File: config.mk
export PLATFORM = sky130hd
export DESIGN_NAME = cfg_err_tracker
export DESIGN_NICKNAME = d
export VERILOG_FILES = /design/src/rtl/cfg_err_tracker.sv
export SDC_FILE = /design/constraint.sdc
export NUM_CORES = 1
export LEC_CHECK = 0
export BUFFER_PORTS_ARGS = -buffer_cell sky130_fd_sc_hd__buf_2
export CAP_MARGIN = 20
export CORE_MARGIN = 2
export CORE_UTILIZATION = 30
export CTS_BUF_LIST = sky130_fd_sc_hd__clkbuf_4
export CTS_CLUSTER_SIZE = 40
export DETAILED_ROUTE_END_ITERATION = 6
export SETUP_SLACK_MARGIN = 0.1
export SLEW_MARGIN = 10
export SYNTH_ARGS = -nofsm -noshare
export SYNTH_HDL_FRONTEND = slang
export SYNTH_SLANG_ARGS = --single-unit
File: constraint.sdc
create_clock -name clk -period 3.5 [get_ports clk]
set_input_delay 0.35 -clock clk [delete_from_list [all_inputs] [get_ports clk]]
set_output_delay 0.35 -clock clk [all_outputs]
set_load 0.02 [all_outputs]
File: src/rtl/cfg_err_tracker.sv
module cfg_err_tracker #(
  parameter int NUM_LINES  = 64,
  parameter int ADDR_W     = 8,
  parameter int CFG_BASE   = 16,
  parameter int RWP_CYCLES = 4,
  localparam int NUM_BANKS = (NUM_LINES + 31) / 32,
  localparam int ID_W      = $clog2(NUM_LINES),
  localparam int RWP_W     = $clog2(RWP_CYCLES + 1)
) (
  input  logic                 clk,
  input  logic                 rst_n,
  input  logic [ADDR_W-1:0]    addr,
  input  logic                 wr_en,
  input  logic [31:0]          wr_data,
  input  logic                 secure,
  output logic [31:0]          rd_data,
  input  logic                 err_valid,
  input  logic [ID_W-1:0]      err_id,
  output logic [NUM_LINES-1:0] eff_enable,
  output logic [NUM_LINES-1:0] eff_group,
  output logic [NUM_LINES-1:0] eff_grpmod,
  output logic [NUM_LINES-1:0] eff_level,
  output logic [NUM_LINES-1:0] ns_pend_ok,
  output logic                 rwp
);

  logic [NUM_BANKS*32-1:0]     err_q;
  logic [NUM_LINES-1:0]        en_q, grp_q, mod_q, lvl_q;
  logic [NUM_LINES-1:0][1:0]   nsa_q;
  logic [1:0]                  grp_en_q;
  logic                        nspend_q;
  logic [RWP_W-1:0]            rwp_cnt;
  logic [NUM_LINES-1:0]        set_v, clr_v, cfg_v;
  logic [NUM_LINES-1:0]        err_l;

  wire ctl_wr = wr_en && secure && (addr == '0);
  wire clr_ok = (grp_en_q == 2'b00) && (rwp_cnt == '0);

  assign rwp   = (rwp_cnt != '0);
  assign err_l = err_q[NUM_LINES-1:0];

  always_ff @(posedge clk) begin
    if (!rst_n) begin
      grp_en_q <= 2'b00;
      nspend_q <= 1'b0;
      rwp_cnt  <= '0;
    end else begin
      if (ctl_wr) begin
        grp_en_q <= wr_data[1:0];
        nspend_q <= wr_data[2];
      end
      if (ctl_wr && (wr_data[1:0] != grp_en_q))
        rwp_cnt <= RWP_W'(RWP_CYCLES);
      else if (rwp_cnt != '0)
        rwp_cnt <= rwp_cnt - 1'b1;
    end
  end

  always_comb begin
    for (int i = 0; i < NUM_LINES; i++) begin
      set_v[i] = err_valid && (err_id == ID_W'(i));
      clr_v[i] = wr_en && secure && clr_ok && err_q[i] && wr_data[i % 32]
                 && (addr == ADDR_W'(1 + i / 32));
      cfg_v[i] = wr_en && (addr == ADDR_W'(CFG_BASE + i));
    end
  end

  always_ff @(posedge clk) begin
    if (!rst_n) begin
      err_q <= '0;
      en_q  <= '0;
      grp_q <= '0;
      mod_q <= '0;
      lvl_q <= '0;
      nsa_q <= '0;
    end else begin
      for (int i = 0; i < NUM_LINES; i++) begin
        if (set_v[i])      err_q[i] <= 1'b1;
        else if (clr_v[i]) err_q[i] <= 1'b0;
        if (cfg_v[i]) begin
          en_q[i]  <= wr_data[0];
          grp_q[i] <= wr_data[1];
          mod_q[i] <= wr_data[2];
          lvl_q[i] <= wr_data[3];
          nsa_q[i] <= wr_data[5:4];
        end else if (clr_v[i] && !set_v[i]) begin
          grp_q[i] <= 1'b0;
          mod_q[i] <= 1'b0;
          lvl_q[i] <= 1'b0;
          nsa_q[i] <= 2'b00;
        end
      end
    end
  end

  assign eff_enable = en_q  & ~err_l;
  assign eff_group  = grp_q & ~err_l;
  assign eff_grpmod = mod_q & ~err_l;
  assign eff_level  = lvl_q & ~err_l;

  always_comb begin
    for (int i = 0; i < NUM_LINES; i++)
      ns_pend_ok[i] = err_l[i] ? nspend_q : (nsa_q[i] != 2'b00);
  end

  always_comb begin
    rd_data = '0;
    if (addr == '0)
      rd_data = {rwp, 28'b0, nspend_q, grp_en_q};
    for (int b = 0; b < NUM_BANKS; b++)
      if (secure && addr == ADDR_W'(1 + b))
        rd_data = err_q[b*32 +: 32];
    for (int i = 0; i < NUM_LINES; i++)
      if (addr == ADDR_W'(CFG_BASE + i))
        rd_data = {26'b0, nsa_q[i], lvl_q[i], mod_q[i], grp_q[i], en_q[i]};
  end

endmodule

# Word-level counts from Yosys, hierarchy flattened
# Cells that the tools add are included.
# Widths: inputs -> output; s select.
[word_totals]
regBits = 454
output_inout_bits = 353
inputBits = 51
word_cells = 1824
[classes]
reduce_logical = 654
addsub = 1
bitwise = 6
mux = 645
n_eq_ne = 130
[ops]
columns = ["op", "count"]
rows = [
  ["$mux 32", 67],
  ["$mux 1", 448],
  ["$logic_and 1x1->1", 391],
  ["$reduce_bool 2->1", 193],
  ["$and 64x64->64", 4],
  ["$eq 8x6->1 const B", 32],
  ["$mux 2", 128],
  ["$eq 6x6->1 const B", 32],
  ["$eq 8x5->1 const B", 16],
  ["$eq 8x7->1 const B", 16],
  ["$eq 6x5->1 const B", 16],
  ["$logic_not 1->1", 64],
  ["$not 64->64", 1],
  ["$eq 6x4->1 const B", 8],
  ["$eq 6x3->1 const B", 4],
  ["$eq 6x2->1 const B", 2],
  ["$eq 8x1->1 const B", 1],
  ["$eq 8x2->1 const B", 1],
  ["$logic_not 8->1", 1],
  ["$eq 6x1->1 const B", 1],
  ["$logic_not 6->1", 1],
  ["$mux 3", 2],
  ["$logic_not 3->1", 1],
  ["$reduce_bool 3->1", 1],
  ["5 further kinds", 5],
]

# Longest topological paths before layout
[depth]
depth_word = 68
ltp_mapped = 13
mapped_depth_nobuf = 8

# Worst setup path after synthesis
# Ideal clock, no wire load.
[synth_timing]
kind = "in2out"
startpoint = "in addr[3]"
endpoint = "out rd_data[5]"
path_stages = 9
arrival_ps = 2339
slack_ps = 811
required_ps = 3150
n_path_buf = 3
cell_sequence = "buf_4 -> buf_6 -> and4bb_4 -> buf_6 -> or4_1 -> a211oi_1 -> o211ai_1 -> a22o_1 -> a31oi_1"
[synth_between]
elab_chain_len = 68
elab_cells_between_ends = 134
classes_between = "66 x eq/ne; 66 x mux; 2 x reduce/logical"
[synth_lines]
columns = ["element", "line", "text"]
rows = [
  ["start, declared", "12", "input logic [ADDR_W-1:0] addr,"],
  ["$eq 8x1->1", "111", "if (secure && addr == ADDR_W'(1 + b))"],
  ["$logic_and 1x1->1", "111", ""],
  ["$mux 32 (2 in a row)", "111", ""],
  ["$mux 32 (63 in a row)", "114", "if (addr == ADDR_W'(CFG_BASE + i))"],
  ["$mux 32 (*)", "114", ""],
  ["end, declared", "16", "output logic [31:0] rd_data,"],
]
# Mark *: on every way between the ends. The rest lies on a longest branch, timed or not.

# Final worst setup path
[layout_timing]
startpoint = "reg nsa_q[45] in the netlist's numbering"
endpoint = "out rd_data[5]"
[layout_between]
elab_chain_len = 42
[layout_lines]
columns = ["element", "line", "text"]
rows = [
  ["start, declared", "29", "logic [NUM_LINES-1:0][1:0] nsa_q;"],
  ["start signal, assigned by index", "85", "nsa_q[i] <= wr_data[5:4];"],
  ["$mux 32 (42 in a row)", "114", ""],
]
# Every way passes these cells.

==> reports/results.tsv <==
metric	value	unit
run status	complete, but fails checks	
violated checks	negative setup slack	
I/O pin total	404	
global-route wire length before repair	214000	um
cell area reported after detailed placement	0.0310	mm^2
cells after synthesis	3176	
largest area contributor in the netlist	sky130_fd_sc_hd__dfxtp_1	
sequential share of the synthesized area	34.6	%
summed area of non-filler cells in the final layout	0.0335	mm^2
overall power	11.4	mW
drt first pass iters	7	
aggregate global routing overflow	0	
total routed wirelength	157000	um
crit path launch type	register	
die width	300	um
most common cell after layout, fill and taps aside	sky130_fd_sc_hd__nor2b_1	
VDD IR-drop max	0.229	mV
CTS H-tree depth	3	
warnings from Yosys	0	
total leakage power	12.7	nW
Wirelength per Cell	31.3	um
standard-cell rows	108	
Power Density	342	mW/mm^2
number of vias in the routed layout	29862	
smallest hold slack	0.0414	ns
netlist area before placement	0.0263	mm^2
Nets	3818	
die extent in y	300	um
final hold violations	0	
clock edge transition at the registers on the reported setup and hold paths	0.06	ns
EDFF count, synth	0	
average footprint of a synthesized cell	8.27	um^2
post-route clock period utilization	108	%
Placer Congestion	1.09	
Worst Path Class, Setup	register to primary output	
Clk Latency, worst-skew pair	1.07	ns
area of the core region	0.0868	mm^2
leading register cell type out of synthesis	sky130_fd_sc_hd__dfxtp_1	
number of buffers created by CTS	121	
clock sink total	454	
syn nets	3229	
library cell used as clock root buffer	sky130_fd_sc_hd__clkbuf_4	
final number of max-transition violations	0	
layout overhead on the synthesized area	27.6	%
via count of the first global-routing pass	27711	
DRC violation total after the first TritonRoute iteration	4101	
antenna violations before repair	10	
clock tree from TritonCTS	done	
area share of the largest cell type after synthesis	34.6	%
count of input and output buffers	403	
Hold WC Path Type	input pin to register	
CP Max Fanout	2	
Final setup violation count	4	
FF-to-FF setup slack	0.63	ns
Max Cap Viol	0	
pin count of the biggest net entering global routing	131	
critical path data required time	3.15	ns
pin slew with the least headroom to its limit	1.10	ns
worst clock skew on the final layout	0.161	ns
count of filler cells inserted in the layout	9205	
residual DRC count	0	
FMAX	0.265	GHz
largest buffer count on any clock path	3	
capturing element type of the critical path	primary output	
post-layout worst setup margin	-0.270	ns
post-layout min period	3.77	ns
initial standard-cell utilization of the core	30.3	%
flops & latches, synth	454	
endpoint arrival time on the critical path	3.42	ns
final core utilization	38.6	%
detailed-route vias per instance	5.96	
commonest non-fill, non-tap cells in the layout	643 x sky130_fd_sc_hd__nor2b_1, 425 x sky130_fd_sc_hd__dfxtp_1, 393 x sky130_fd_sc_hd__buf_2, 347 x sky130_fd_sc_hd__a22oi_1, 344 x sky130_fd_sc_hd__nand2_1	
Fin Setup TNS	-0.663	ns
global-route total usage across every layer	33.3	%
headroom to the max-slew limit	25.5	%
DRT antenna net count	0	
HPWL after detailed placement	124000	um
fraction of registers with async set or reset after synthesis	0	%
synth top area cells	sky130_fd_sc_hd__dfxtp_1 35%, sky130_fd_sc_hd__nor2b_1 15%, sky130_fd_sc_hd__a22oi_1 10%, sky130_fd_sc_hd__nand2_1 4.9%, sky130_fd_sc_hd__a41oi_2 3.1%	
die footprint	0.0899	mm^2
layout cells sized above 1	28.2	%
post-synthesis cell type count	91	
unrepaired setup endpoints after global routing	true	
-- cell families after synthesis --
family                   count (synthesis)  synth area share [%]
buffers and inverters                  292                  5.10
multiplexers                            87                  3.48
AND/OR/NAND/NOR                       1352                  28.3
AO/OA/AOI/OAI                          986                  28.3
flip-flops                             454                  34.6
XOR/XNOR                                 3                 0.100
adder cells (fa/ha/maj)                  2                0.0953
-- what timing repair did --
item,CTS,global route
resized for setup,91,22
pin swaps,34,17
buffers inserted,9,1
hold endpoints to repair,195,0
hold buffers,45,0
setup endpoints to repair,6,7
-- through the flow --
stage / std cells / worst slack [ns]
finish: 5012 / -0.270
global route: 5010 / -0.275
CTS: 5004 / -0.235
detailed placement: 4742 / -0.215
global placement: 4742 / -0.259
floorplan: 3176 / 0.811
-- routing by layer --
metal / global-route usage (%) / routed length (um) / vias up
li1: - / - / 12772
met1: 44.2 / 63500 / 14581
met2: 48.8 / 65800 / 2081
met3: 9.78 / 18700 / 416
met4: 17.0 / 8610 / 12
met5: 0 / 105 / -
-- final timing paths --
check,cells after the start,from,end
setup / recovery,9,nsa_q[45]$_SDFFE_PN0P_,rd_data[5]
hold / removal,3,wr_data[2],mod_q[63]$_SDFFE_PN0P_
hold reg to reg,2,rwp_cnt[1]$_SDFFE_PP0N_,rwp_cnt[1]$_SDFFE_PP0N_
setup reg to reg,9,rwp_cnt[0]$_SDFFE_PP0N_,lvl_q[28]$_SDFFE_PN0P_
-- cells in the mapped netlist, types with 23 or more instances --
| library cell | count |
|---|---|
| sky130_fd_sc_hd__a41oi_2 | 50 |
| sky130_fd_sc_hd__a22o_1 | 31 |
| sky130_fd_sc_hd__nor2b_1 | 644 |
| sky130_fd_sc_hd__nor2_1 | 165 |
| sky130_fd_sc_hd__mux2i_1 | 70 |
| sky130_fd_sc_hd__buf_2 | 67 |
| sky130_fd_sc_hd__and3_1 | 31 |
| sky130_fd_sc_hd__nor3_1 | 27 |
| sky130_fd_sc_hd__o21ai_0 | 155 |
| sky130_fd_sc_hd__nand2_1 | 346 |
| sky130_fd_sc_hd__o211ai_1 | 23 |
| sky130_fd_sc_hd__a21boi_0 | 72 |
| sky130_fd_sc_hd__clkbuf_1 | 171 |
| sky130_fd_sc_hd__dfxtp_1 | 454 |
| sky130_fd_sc_hd__a22oi_1 | 349 |
| sky130_fd_sc_hd__a21oi_1 | 82 |
| sky130_fd_sc_hd__o22ai_1 | 40 |
-- flip-flops by register name (all words and copies together), names as in the netlist --
signal / flops
en_q: 64
mod_q: 64
rwp_cnt: 3
grp_en_q: 2
grp_q: 64
lvl_q: 64
nspend_q: 1
err_l: 64
nsa_q: 128
-- power by group --
part	internal [mW]	switching [mW]
combinational	0.478	0.924
sequential	5.19	0.0406
clock	2.37	2.44
-- worst max-delay path, stage by stage, from the launching register on --
cell and delay, ns:
sky130_fd_sc_hd__dfxtp_2 0.34, sky130_fd_sc_hd__mux4_2 0.47, sky130_fd_sc_hd__o2bb2ai_2 0.14, sky130_fd_sc_hd__buf_4 0.15, sky130_fd_sc_hd__o31ai_4 0.19, sky130_fd_sc_hd__o211ai_1 0.15
sky130_fd_sc_hd__o211ai_1 0.34, sky130_fd_sc_hd__a22o_2 0.32, sky130_fd_sc_hd__a31oi_4 0.14, sky130_fd_sc_hd__buf_6 0.18
-- final cells by class --
type	instances	area (um^2)	area share, %
multi-input cells	2430	16200	48.4
flip-flops and latches	454	9140	27.3
repair buffers	747	5130	15.3
well taps	1155	1450	4.31
clock buffers	176	1320	3.94
clock inverters	32	184	0.549
inverters	11	41.3	0.123
diodes	7	17.5	0.0523
Power figures use the tool's default switching activity.
